## config.mk

```make
export PLATFORM = sky130hd
export DESIGN_NAME = sem_unit
export DESIGN_NICKNAME = d
export VERILOG_FILES = /design/src/rtl/sem_pkg.sv /design/src/rtl/sem_rr_arb.sv /design/src/rtl/sem_wait_fifo.sv /design/src/rtl/sem_unit.sv
export SDC_FILE = /design/constraint.sdc
export NUM_CORES = 1
export LEC_CHECK = 0
export ABC_CLOCK_PERIOD_IN_PS = 5170
export BUFFER_PORTS_ARGS = -buffer_cell sky130_fd_sc_hd__buf_2
export CAP_MARGIN = 25
export CORE_UTILIZATION = 45
export CTS_BUF_LIST = sky130_fd_sc_hd__clkbuf_4 sky130_fd_sc_hd__clkbuf_8
export CTS_CLUSTER_DIAMETER = 40
export CTS_CLUSTER_SIZE = 40
export DETAILED_ROUTE_END_ITERATION = 16
export PLACE_DENSITY_LB_ADDON = 0.3
export SLEW_MARGIN = 5
export SYNTH_ARGS = -nofsm -noshare
export SYNTH_HDL_FRONTEND = slang
export SYNTH_HIERARCHICAL = 1
export SYNTH_SLANG_ARGS = --single-unit
```

## constraint.sdc

```tcl
create_clock -name clk -period 5.17 [get_ports clk]
set_input_delay 1.034 -clock clk [delete_from_list [all_inputs] [get_ports clk]]
set_output_delay 1.034 -clock clk [all_outputs]
set_load 0.02 [all_outputs]
```

## src/rtl/sem_pkg.sv

```systemverilog
// Shared types for the counting semaphore unit.
// Assumes nothing beyond a single clock domain.
package sem_pkg;

    // Operation carried on a requester's req_op bit
    typedef enum logic {
        OP_ACQ = 1'b0,
        OP_REL = 1'b1
    } sem_op_e;

    // Action chosen for the operation picked this cycle
    typedef enum logic [2:0] {
        ACT_NONE,
        ACT_TAKE,
        ACT_PARK,
        ACT_GIVE,
        ACT_WAKE,
        ACT_REJECT
    } sem_act_e;

endpackage

```

## src/rtl/sem_rr_arb.sv

```systemverilog
// Round-robin picker: each cycle selects one asserted input, starting the
// search just above the previous winner and wrapping around.
// Assumes N >= 2; the winner register advances only on a valid pick.
module sem_rr_arb #(
    parameter int N = 4,
    localparam int IW = $clog2(N)
) (
    input  logic          clk,
    input  logic          rst_n,
    input  logic [N-1:0]  req,
    output logic          pick_valid,
    output logic [IW-1:0] pick_idx
);

    logic [IW-1:0] last_q;

    // Search upward from last winner + 1 for the first asserted input
    always_comb begin
        pick_valid = 1'b0;
        pick_idx   = '0;
        for (int k = 1; k <= N; k++) begin
            if (!pick_valid && req[(int'(last_q) + k) % N]) begin
                pick_valid = 1'b1;
                pick_idx   = IW'((int'(last_q) + k) % N);
            end
        end
    end

    // Remember the winner; reset so that index 0 is searched first
    always_ff @(posedge clk) begin
        if (!rst_n)
            last_q <= IW'(N - 1);
        else if (pick_valid)
            last_q <= pick_idx;
    end

endmodule

```

## src/rtl/sem_wait_fifo.sv

```systemverilog
// Ordered queue of parked requester indices.
// Assumes each requester parks at most once at a time, so N slots never
// overflow, and that pop is only requested when the queue is not empty.
module sem_wait_fifo #(
    parameter int N  = 4,
    parameter int IW = 2,
    localparam int PW = $clog2(N),
    localparam int CW = $clog2(N + 1)
) (
    input  logic          clk,
    input  logic          rst_n,
    input  logic          push,
    input  logic [IW-1:0] push_idx,
    input  logic          pop,
    output logic [IW-1:0] head_idx,
    output logic          empty
);

    logic [IW-1:0] slots [N];
    logic [PW-1:0] wr_q, rd_q;
    logic [CW-1:0] occ_q;

    assign head_idx = slots[rd_q];
    assign empty    = (occ_q == '0);

    // Store the pushed index at the write slot
    always_ff @(posedge clk) begin
        if (push)
            slots[wr_q] <= push_idx;
    end

    // Advance pointers with wrap-around and track the fill level
    always_ff @(posedge clk) begin
        if (!rst_n) begin
            wr_q  <= '0;
            rd_q  <= '0;
            occ_q <= '0;
        end else begin
            if (push)
                wr_q <= (wr_q == PW'(N - 1)) ? '0 : wr_q + 1'b1;
            if (pop)
                rd_q <= (rd_q == PW'(N - 1)) ? '0 : rd_q + 1'b1;
            if (push && !pop)
                occ_q <= occ_q + 1'b1;
            else if (pop && !push)
                occ_q <= occ_q - 1'b1;
        end
    end

endmodule

```

## src/rtl/sem_unit.sv

```systemverilog
// Counting semaphore shared by N_REQ requesters. One operation per cycle is
// picked by a round-robin arbiter. An acquire on zero parks the requester in
// an ordered queue; a release hands its unit to the oldest parked requester,
// if any, otherwise raises the count unless it sits at CNT_MAX.
// Assumes a parked requester holds req_valid high with req_op = acquire until
// granted, and every requester drops its request after its grant pulse.
module sem_unit #(
    parameter int N_REQ    = 4,
    parameter int CNT_MAX  = 5,
    parameter int INIT_CNT = 2,
    localparam int IW    = $clog2(N_REQ),
    localparam int CNT_W = $clog2(CNT_MAX + 1)
) (
    input  logic              clk,
    input  logic              rst_n,
    input  logic [N_REQ-1:0]  req_valid,
    input  logic [N_REQ-1:0]  req_op,
    output logic [N_REQ-1:0]  grant,
    output logic              ovf_err,
    output logic [CNT_W-1:0]  count
);
    import sem_pkg::*;

    logic [N_REQ-1:0] parked_q;
    logic [N_REQ-1:0] eligible;
    logic             pick_valid;
    logic [IW-1:0]    pick_idx;
    logic [IW-1:0]    head_idx;
    logic             q_empty;
    sem_op_e          pick_op;
    sem_act_e         act;
    logic [CNT_W-1:0] count_q;

    assign eligible = req_valid & ~parked_q;
    assign count    = count_q;

    sem_rr_arb #(.N(N_REQ)) u_arb (
        .clk        (clk),
        .rst_n      (rst_n),
        .req        (eligible),
        .pick_valid (pick_valid),
        .pick_idx   (pick_idx)
    );

    sem_wait_fifo #(.N(N_REQ), .IW(IW)) u_waitq (
        .clk      (clk),
        .rst_n    (rst_n),
        .push     (act == ACT_PARK),
        .push_idx (pick_idx),
        .pop      (act == ACT_WAKE),
        .head_idx (head_idx),
        .empty    (q_empty)
    );

    // Decide what the picked operation does against count and queue state
    always_comb begin
        pick_op = sem_op_e'(req_op[pick_idx]);
        act     = ACT_NONE;
        if (pick_valid) begin
            if (pick_op == OP_ACQ)
                act = (count_q != '0) ? ACT_TAKE : ACT_PARK;
            else if (!q_empty)
                act = ACT_WAKE;
            else if (count_q == CNT_W'(CNT_MAX))
                act = ACT_REJECT;
            else
                act = ACT_GIVE;
        end
    end

    // Drive grant pulses: the picked requester, plus the woken one on a hand-off
    always_comb begin
        grant = '0;
        if (act != ACT_NONE && act != ACT_PARK)
            grant[pick_idx] = 1'b1;
        if (act == ACT_WAKE)
            grant[head_idx] = 1'b1;
    end

    assign ovf_err = (act == ACT_REJECT);

    // Update the count: take lowers it, give raises it, others hold it
    always_ff @(posedge clk) begin
        if (!rst_n)
            count_q <= CNT_W'(INIT_CNT);
        else if (act == ACT_TAKE)
            count_q <= count_q - 1'b1;
        else if (act == ACT_GIVE)
            count_q <= count_q + 1'b1;
    end

    // One parked flag per requester: set on park, cleared when woken
    for (genvar i = 0; i < N_REQ; i++) begin : g_park
        always_ff @(posedge clk) begin
            if (!rst_n)
                parked_q[i] <= 1'b0;
            else if (act == ACT_PARK && pick_idx == IW'(i))
                parked_q[i] <= 1'b1;
            else if (act == ACT_WAKE && head_idx == IW'(i))
                parked_q[i] <= 1'b0;
        end
    end

endmodule

```

==> run_results.csv, run 1 <==
group,metric,value,unit
worst_setup_path,path_class,"in2out",
global_route,grt_pass1_vias,1111,
clocking,cts_resized,0,
yosys,async_flop_share,0,%
placement,gp_congestion,0.775,
placement,port_buffers,17,
worst_setup_path,worstPathCellList,"buf_2 -> nor2b_1 -> nand2b_1 -> a21o_1 -> a31oi_1 -> mux4_2 -> and3_1 -> or3b_1 -> o31ai_1 -> buf_2",
clocking,cts_buffers,3,
yosys,syn-num-nets,168,
power_and_ir_drop,p_leak,0.000672,uW
worst_setup_path,crit_path_end_kind,"output port",
yosys,synthDistinctLibCells,50,
yosys,post-synth-top-count-cell,"dfxtp_1",
final_layout,drive_gt1_share,19.3,%
yosys,synthCells,150,
worst_setup_path,cp_slowest_cell,"or3b_1",
floorplanning,core,3130,um2
clocking,cts_root_buf,"clkbuf_4",
power_and_ir_drop,powerDensity,472,nW/um2
final_layout,fillers,308,
global_route,grt_pass1_wl,4.60,mm
floorplanning,ioPinCount,18,
clocking,cts_tree,"built",
clocking,cts_buffer_depth,2,
yosys,netlist.top_cell.by_area,"dfxtp_1",
yosys,syn_area,1520,um2
yosys,ys_ff_latch,26,
sta,finalCriticalPeriod,4.48,ns
placement,hpwl,2.13,mm
sta,maxSlewViolCount,0,
yosys,avgSynthCellArea,10.1,um2
routing,drc,0,
flow_run,max_cap_violations,0,
worst_setup_path,slowest_delay,0.41,ns
sta,hold_viol,0,
sta,final.period_utilization,86.6,%
global_route,grtUsageTotal,17.1,%
worst_setup_path,worstPathMaxFanout,9,
sta,worst_slew_pin_slew,0.401,ns
routing,wl_met1,1.26,mm
outcome,status,"finished clean",
min_path,min_path_type,"reg2reg",
clocking,cts_setup_buffers,0,
global_route,grt_max_degree,18,
yosys,ys_seq_area_share,39.5,%
routing,avgRoutedWirePerCell,13.0,um
yosys,synth_edf_count,8,
sta,rsz0062_at_grt,"false",
global_route,grt_remaining_overflow,0,
worst_setup_path,crit_top_cell,"buf_2",
floorplanning,initial_core_util,48.6,%
routing,vias,1147,
final_layout,antenna_cells,0,
final_layout,syn_to_final_growth,9.55,%
routing,first_pass_iters,4,
final_layout,num-nets-final,185,
clocking,cts.sinks,26,
clocking,clock_latency,0.32,ns
routing,antenna_left,0,
routing,drt_iter0_drc,77,
routing,wl,2.73,mm
yosys,synth_area_leaders,"dfxtp_1, edfxtp_1, mux2i_1",
yosys,synth_common_cells,"dfxtp_1, nor2b_1, mux2i_1, nor2_1",
placement,placed_cell_area,1640,um2
yosys,synth_top_area_share,23.7,%
power_and_ir_drop,total_power,786,uW
routing,highest_layer,"met4",
final_layout,stdcell_area,1670,um2
floorplanning,core.rowCount,20,
clocking,path_clk_slew,0.13,ns
routing,wl_met2,1.35,mm
floorplanning,die_h,60.1,um
routing,vias_per_cell,5.46,
sta,fin_tns_setup,0,ns
worst_setup_path,start_kind,"input port",
yosys,synth-warning-count,6,
worst_setup_path,crit_buf_inv,2,
global_route,grt_antenna_before_repair,0,
sta,finalClockSkew,0.00238,ns
worst_setup_path,arrival,3.44,ns
floorplanning,die_area,3610,um2
clocking,holdBufCountCts,0,
clocking,htreeDepth,1,
worst_setup_path,cp.required,4.14,ns
power_and_ir_drop,peakVddDrop,0.000146,V
yosys,synthFlopType,"dfxtp_1",
routing,dr_wl_met3,92,um
sta,setup_viol,0,
sta,fmax,0.223,GHz
worst_setup_path,cp_top_family,"simple AND/OR/NAND/NOR gates",
sta,slew-limit-headroom,73.3,%
floorplanning,fp.dieW,60.1,um
==> stage by stage <==
stage | instances | setup WS (ns) | hold WS [ns] | util, %
after global routing | 210 | 0.505 | 0.551 | 53.2
after CTS | 210 | 0.689 | 0.527 | 53.2
after detailed placement | 206 | 0.691 | 0.494 | 52.4
after floorplan | 150 | 0.833 | 0.457 | -
after global placement | 206 | 0.827 | 0.471 | 52.4
final | 210 | 0.692 | 0.518 | 53.2
==> path summary, 6_finish.rpt <==
path	startpoint	endpoint	slack [ns]	depth (start not counted)
max	req_valid[1]	grant[0]	0.69	10
min	u_waitq/occ_q[2]$_SDFFE_PN0P_	u_waitq/occ_q[2]$_SDFFE_PN0P_	0.52	2
max reg2reg	parked_q[1]$_SDFFE_PN0P_	u_waitq/occ_q[2]$_SDFFE_PN0P_	1.54	13
min reg2reg	u_waitq/occ_q[2]$_SDFFE_PN0P_	u_waitq/occ_q[2]$_SDFFE_PN0P_	0.52	2
==> registers in the layout (all words and copies together) (netlist names), named ones only <==
signal / cells
count: 3
parked_q: 4
u_arb/last_q: 2
u_waitq/occ_q: 3
u_waitq/rd_q: 2
u_waitq/slots: 8
u_waitq/wr_q: 2
==> kinds of logic (layout without fill, tap and decap cells) <==
kind of cell | Yosys count | count (layout) | share of synthesized area (%)
and+or+nand+nor | 60 | 60 | 24.1
DFF | 26 | 26 | 39.5
buffers and inverters | 16 | 32 | 4.86
AOI/OAI and AO/OA | 24 | 24 | 11.6
xor gates and xnor gates | 3 | 3 | 1.73
adders and majority gates | 8 | 8 | 7.08
muxes | 13 | 13 | 11.1
==> cell type report <==
class                      instances  area, um2  share of cell area (%)
clock buffer                       3       22.5                    1.35
clock inverter                     1       3.75                   0.225
inverter                           8       30.0                    1.80
multi-input combinational        108        846                    50.8
sequential                        26        601                    36.1
tap                               44       55.1                    3.31
timing repair buffer              20        108                    6.46
==> worst register-to-register path: stages (launching register included) <==
cell and delay, ns:
dfxtp_1 0.34, nor2b_1 0.25, nand2b_1 0.13, a21o_1 0.19, a31oi_1 0.30, mux4_2 0.65, nor4_1 0.23, and2_1 0.22
ha_1 0.20, inv_1 0.06, fa_1 0.38, xor2_1 0.16, or3_1 0.30, a21boi_1 0.15
==> layer usage <==
metal  track usage (%)  up-vias
met2              29.2       20
li1                  -      576
met5                 0        -
met4              6.64        0
met1              20.8      549
met3              3.46        2
==> power by group <==
part | internal, uW | leakage [uW] | switching, uW
sequential | 258 | 0.000220 | 57.2
clock | 28.3 | 0.0000154 | 57.9
combinational | 178 | 0.000436 | 207
==> cell usage in the layout (no fill, tap or decap), types with 2 or more instances in the layout <==
cell type / instances
dfxtp_1: 18
buf_2: 17
nor2b_1: 10
nor2_1: 9
mux2i_1: 9
inv_1: 8
edfxtp_1: 8
and2_1: 7
ha_1: 7
nand2b_1: 5
nand2_1: 5
o21ai_0: 4
a32o_1: 4
mux4_2: 3
nor4_1: 3
o31ai_1: 3
nand3_1: 3
nor3_1: 3
clkbuf_4: 3
buf_4: 3
nand3b_1: 2
xor2_1: 2
a21o_1: 2
a21oi_1: 2
o21a_1: 2
Power figures use the tool's default switching activity.
==> inputs of run 2 (changes only) <==
--- a/config.mk
+++ b/config.mk
@@ -8,6 +8,7 @@
 export ABC_CLOCK_PERIOD_IN_PS = 5170
 export BUFFER_PORTS_ARGS = -buffer_cell sky130_fd_sc_hd__buf_2
 export CAP_MARGIN = 25
+export CORE_ASPECT_RATIO = 0.5
 export CORE_UTILIZATION = 45
 export CTS_BUF_LIST = sky130_fd_sc_hd__clkbuf_4 sky130_fd_sc_hd__clkbuf_8
 export CTS_CLUSTER_DIAMETER = 40
==> run_results.csv, run 2 (synthesis results as in run 1) <==
group,metric,value,unit
global_route,grt_max_degree,18,
clocking,htreeDepth,1,
sta,finalCriticalPeriod,4.49,ns
sta,hold-worst-slack,0.494,ns
sta,hold_viol,0,
routing,drc,4,
floorplanning,initial_core_util,49.0,%
power_and_ir_drop,p_leak,0.000692,uW
clocking,clock_latency,0.27,ns
routing,vias,1126,
global_route,grtUsageTotal,17.7,%
worst_setup_path,crit_end,"grant[2]",
placement,hpwl,2.13,mm
worst_setup_path,cp.required,4.14,ns
floorplanning,fp.dieW,84.2,um
min_path,min_path_type,"reg2reg",
clocking,cts_tree,"built",
worst_setup_path,r2r_start,"parked_q[3]$_SDFFE_PN0P_",
floorplanning,die_h,43.1,um
clocking,cts.sinks,26,
clocking,path_clk_slew,0.09,ns
placement,port_buffers,17,
final_layout,syn_to_final_growth,12.2,%
clocking,cts_resized,0,
routing,antenna_left,0,
final_layout,final_cell_mix,"dfxtp_1, buf_2, nor2b_1",
clocking,cts_buffers,3,
sta,finalClockSkew,0.00300,ns
clocking,holdBufCountCts,0,
worst_setup_path,worstPathMaxFanout,9,
flow_run,max_cap_violations,0,
power_and_ir_drop,peakVddDrop,0.000165,V
clocking,cts_setup_buffers,0,
worst_setup_path,start_kind,"input port",
sta,final.period_utilization,86.9,%
sta,setup_ws,0.675,ns
min_path,holdPathStages,2,
worst_setup_path,worstReg2RegEnd,"u_waitq/occ_q[2]$_SDFFE_PN0P_",
global_route,grt_pass1_wl,4.92,mm
floorplanning,ioPinCount,18,
placement,gp_congestion,0.796,
routing,vias_per_cell,5.47,
final_layout,largest-register,"u_waitq/slots",
clocking,cts_root_buf,"clkbuf_8",
outcome,violations,"design-rule violations",
sta,worst_slew_pin_slew,0.409,ns
floorplanning,die_area,3630,um2
worst_setup_path,r2r_slack,1.54,ns
sta,fin_tns_setup,0,ns
sta,maxSlewViolCount,0,
worst_setup_path,crit_path_end_kind,"output port",
final_layout,final_common_cell,"dfxtp_1",
sta,rsz0062_at_grt,"false",
sta,slew-limit-headroom,72.5,%
global_route,grt_remaining_overflow,0,
worst_setup_path,startpoint,"req_valid[3]",
placement,preCtsSetupSlack,0.744,ns
global_route,grt_antenna_before_repair,0,
global_route,grt_pass1_vias,1060,
final_layout,num-nets-final,185,
worst_setup_path,reg2regPathDepth,13,
placement,dp_cells,202,
routing,wl,2.85,mm
final_layout,largestRegisters,"u_waitq/slots: 8 flops, parked_q: 4 flops",
sta,fmax,0.222,GHz
worst_setup_path,arrival,3.46,ns
final_layout,final_cells,206,
final_layout,drive_gt1_share,19.9,%
worst_setup_path,path_class,"in2out",
outcome,status,"finished, violations left",
routing,first_pass_iters,10,
final_layout,antenna_cells,0,
power_and_ir_drop,powerDensity,509,nW/um2
floorplanning,core.rowCount,14,
final_layout,fillers,282,
clocking,cts_buffer_depth,2,
routing,avgRoutedWirePerCell,13.8,um
routing,drt_iter0_drc,65,
final_layout,postLayoutCoreUtil,55.0,%
sta,setup_viol,0,
final_layout,largest_reg_flops,8,
floorplanning,core,3100,um2
run 2: cell types whose count changed in the layout (fill, tap and decap cells not counted):
cell,before,now
clkinv_1,1,0
clkbuf_8,0,3
clkbuf_4,3,0
bufinv_16,0,1
run 2: power by group:
| group | switching, uW | internal (uW) | leakage (uW) |
|---|---|---|---|
| Sequential | 58.2 | 258 | 0.000220 |
| Combinational | 207 | 178 | 0.000436 |
| Clock | 63.1 | 104 | 0.0000357 |
| Total | 329 | 539 | 0.000692 |
run 2: final cells by class:
type | instances | area (um2) | area share, %
Clock buffer | 3 | 41.3 | 2.42
Clock inverter | 1 | 30.0 | 1.76
Inverter | 8 | 30.0 | 1.76
Multi-Input combinational cell | 108 | 846 | 49.6
Sequential cell | 26 | 601 | 35.2
Tap cell | 40 | 50.0 | 2.93
Timing Repair Buffer | 20 | 108 | 6.31
run 2: worst min path at each step:
stage | endpoint | slack (ns) | from
2_1_floorplan | u_waitq/occ_q[2]$_SDFFE_PN0P_ | 0.46 | u_waitq/occ_q[2]$_SDFFE_PN0P_
3_3_place_gp | u_waitq/occ_q[2]$_SDFFE_PN0P_ | 0.47 | u_waitq/occ_q[2]$_SDFFE_PN0P_
3_5_place_dp | u_waitq/occ_q[2]$_SDFFE_PN0P_ | 0.48 | u_waitq/occ_q[2]$_SDFFE_PN0P_
4_1_cts | u_waitq/occ_q[2]$_SDFFE_PN0P_ | 0.50 | u_waitq/occ_q[2]$_SDFFE_PN0P_
5_1_grt | u_waitq/occ_q[2]$_SDFFE_PN0P_ | 0.54 | u_waitq/occ_q[2]$_SDFFE_PN0P_
6_report | u_waitq/occ_q[2]$_SDFFE_PN0P_ | 0.49 | u_waitq/occ_q[2]$_SDFFE_PN0P_
run 2: layer usage:
layer | wire length (um) | vias up | track usage, %
met5 | 0 | - | 0
met4 | 12 | 0 | 3.10
met3 | 96 | 2 | 4.09
met2 | 1290 | 19 | 29.2
met1 | 1450 | 531 | 24.3
li1 | - | 574 | -
run 2: critical path, stage by stage:
cell	delay [ns]
buf_2	0.07
nor2b_1	0.27
nor2b_2	0.24
o21ai_1	0.10
a31oi_1	0.28
mux4_2	0.65
nor4_1	0.30
nand2b_1	0.23
o21ai_0	0.11
buf_2	0.17
run 2: metrics by stage:
step | power (uW) | cell area [um2]
after floorplan | 626 | 1520
after global routing | 935 | 1710
after global placement | 690 | 1630
final | 868 | 1710
after CTS | 875 | 1710
after detailed placement | 702 | 1630
==> inputs of run 3 (changes only) <==
--- a/config.mk
+++ b/config.mk
@@ -9,12 +9,13 @@
 export BUFFER_PORTS_ARGS = -buffer_cell sky130_fd_sc_hd__buf_2
 export CAP_MARGIN = 25
 export CORE_ASPECT_RATIO = 0.5
+export CORE_MARGIN = 5
 export CORE_UTILIZATION = 45
 export CTS_BUF_LIST = sky130_fd_sc_hd__clkbuf_4 sky130_fd_sc_hd__clkbuf_8
 export CTS_CLUSTER_DIAMETER = 40
 export CTS_CLUSTER_SIZE = 40
 export DETAILED_ROUTE_END_ITERATION = 16
-export PLACE_DENSITY_LB_ADDON = 0.3
+export PLACE_DENSITY = 0.65
 export SLEW_MARGIN = 5
 export SYNTH_ARGS = -nofsm -noshare
 export SYNTH_HDL_FRONTEND = slang
==> run_results.csv, run 3 (synthesis results as in run 1) <==
group,metric,value,unit
sta,setup_ws,0.724,ns
global_route,grt_antenna_before_repair,0,
sta,hold_viol,0,
final_layout,fillers,272,
routing,drt_iter0_drc,40,
worst_setup_path,reg2regPathDepth,13,
power_and_ir_drop,combPwrFrac,44.1,%
worst_setup_path,r2r_slack,1.57,ns
floorplanning,ioPinCount,18,
sta,fin_tns_setup,0,ns
routing,first_pass_iters,4,
sta,maxSlewViolCount,0,
global_route,grt_remaining_overflow,0,
power_and_ir_drop,peakVddDrop,0.000178,V
min_path,holdPathStages,2,
worst_setup_path,crit_path_end_kind,"output port",
min_path,min_path_type,"reg2reg",
power_and_ir_drop,p_leak,0.000692,uW
worst_setup_path,worstPathMaxFanout,9,
final_layout,num-nets-final,185,
sta,worst_slew_pin_slew,0.403,ns
clocking,cts_root_buf,"clkbuf_8",
final_layout,syn_to_final_growth,12.2,%
min_path,whs_endpoint,"u_waitq/occ_q[2]$_SDFFE_PN0P_",
sta,hold-worst-slack,0.489,ns
sta,final.period_utilization,86.0,%
routing,vias_per_cell,5.37,
final_layout,antenna_cells,0,
power_and_ir_drop,total_power,864,uW
clocking,cts_setup_buffers,0,
final_layout,final_cell_mix,"dfxtp_1, buf_2, nor2b_1",
clocking,holdBufCountCts,0,
sta,slew-limit-headroom,72.9,%
sta,fmax,0.225,GHz
routing,drc,0,
placement,hpwl,2.12,mm
sta,rsz0062_at_grt,"false",
power_and_ir_drop,p_switching,325,uW
clocking,cts_buffers,3,
clocking,cts_resized,0,
clocking,cts_tree,"built",
placement,gp_congestion,0.795,
floorplanning,initial_core_util,48.8,%
clocking,path_clk_slew,0.09,ns
global_route,grtUsageTotal,13.3,%
worst_setup_path,r2r_start,"parked_q[3]$_SDFFE_PN0P_",
worst_setup_path,worstReg2RegEnd,"u_waitq/occ_q[2]$_SDFFE_PN0P_",
worst_setup_path,start_kind,"input port",
final_layout,drive_gt1_share,19.9,%
power_and_ir_drop,power.share.clock,19.4,%
routing,antenna_left,0,
global_route,grt_pass1_wl,4.88,mm
global_route,grt_pass1_vias,1071,
final_layout,multiInputGateArea,846,um2
final_layout,ff_latch_area,601,um2
power_and_ir_drop,internal-power,539,uW
routing,wl,2.80,mm
floorplanning,core.rowCount,14,
placement,preCtsSetupSlack,0.729,ns
routing,avgRoutedWirePerCell,13.6,um
sta,setup_viol,0,
clocking,cts_buffer_depth,2,
worst_setup_path,startpoint,"req_valid[3]",
power_and_ir_drop,p_seq_share,36.5,%
min_path,min-delay-start,"u_waitq/occ_q[2]$_SDFFE_PN0P_",
final_layout,largest-register,"u_waitq/slots",
final_layout,largest_reg_flops,8,
clocking,clock_latency,0.27,ns
worst_setup_path,path_class,"in2out",
final_layout,largestRegisters,"u_waitq/slots: 8 flops, parked_q: 4 flops",
outcome,status,"finished clean",
floorplanning,core,3120,um2
routing,vias,1107,
worst_setup_path,arrival,3.41,ns
clocking,cts.sinks,26,
flow_run,max_cap_violations,0,
final_layout,final_common_cell,"dfxtp_1",
sta,finalClockSkew,0.00277,ns
clocking,htreeDepth,1,
floorplanning,die_area,4710,um2
worst_setup_path,cp.required,4.14,ns
floorplanning,die_h,51.1,um
power_and_ir_drop,powerDensity,507,nW/um2
placement,port_buffers,17,
power_and_ir_drop,swShare,37.6,%
floorplanning,fp.dieW,92.2,um
global_route,grt_max_degree,18,
sta,finalCriticalPeriod,4.45,ns
-- run 3: how the worst max path moves through the flow --
stage	endpoint	slack [ns]	depth (start not counted)
2_1_floorplan	u_waitq/occ_q[2]$_SDFFE_PN0P_	0.83	15
3_3_place_gp	grant[0]	0.78	9
3_5_place_dp	grant[0]	0.73	10
4_1_cts	grant[0]	0.73	10
5_1_grt	grant[0]	0.51	10
6_report	grant[0]	0.72	10
-- run 3: cell type report --
cell class,instances,share of cell area [%]
clock buffer,3,2.42
clock inverter,1,1.76
multi-input combinational,108,49.6
inverter,8,1.76
sequential,26,35.2
tap,40,2.93
timing repair buffer,20,6.31
-- run 3: metrics by stage --
step	area (um2)	std cells	utilization (%)
2_1_floorplan	1520	150	-
3_3_place_gp	1630	202	52.4
3_5_place_dp	1630	202	52.4
4_1_cts	1710	206	54.7
5_1_grt	1710	206	54.7
6_report	1710	206	54.7
-- run 3: worst max-delay path, stage by stage --
cell and delay, ns:
buf_2 0.07, nor2b_1 0.27, nor2b_2 0.23, o21ai_1 0.10
a31oi_1 0.31, mux4_2 0.40, and3_1 0.32, or3b_1 0.39
o31ai_1 0.08, buf_2 0.20
-- run 3: layer usage --
layer  share of wire (%)  track usage, %  up-vias
met4                0.79            2.96        0
met3                 4.7            4.69        2
met5                   0               0        -
met1                  51            17.8      512
met2                  44            20.8       19
li1                    -               -      574
-- run 3: power by group through the flow --
stage / Combinational (uW) / Clock (uW) / Sequential, uW
after floorplan: 322 / 0 / 303
after global placement: 378 / 0 / 319
after detailed placement: 382 / 0 / 321
after CTS: 384 / 174 / 315
after global routing: 427 / 184 / 328
final: 381 / 168 / 315
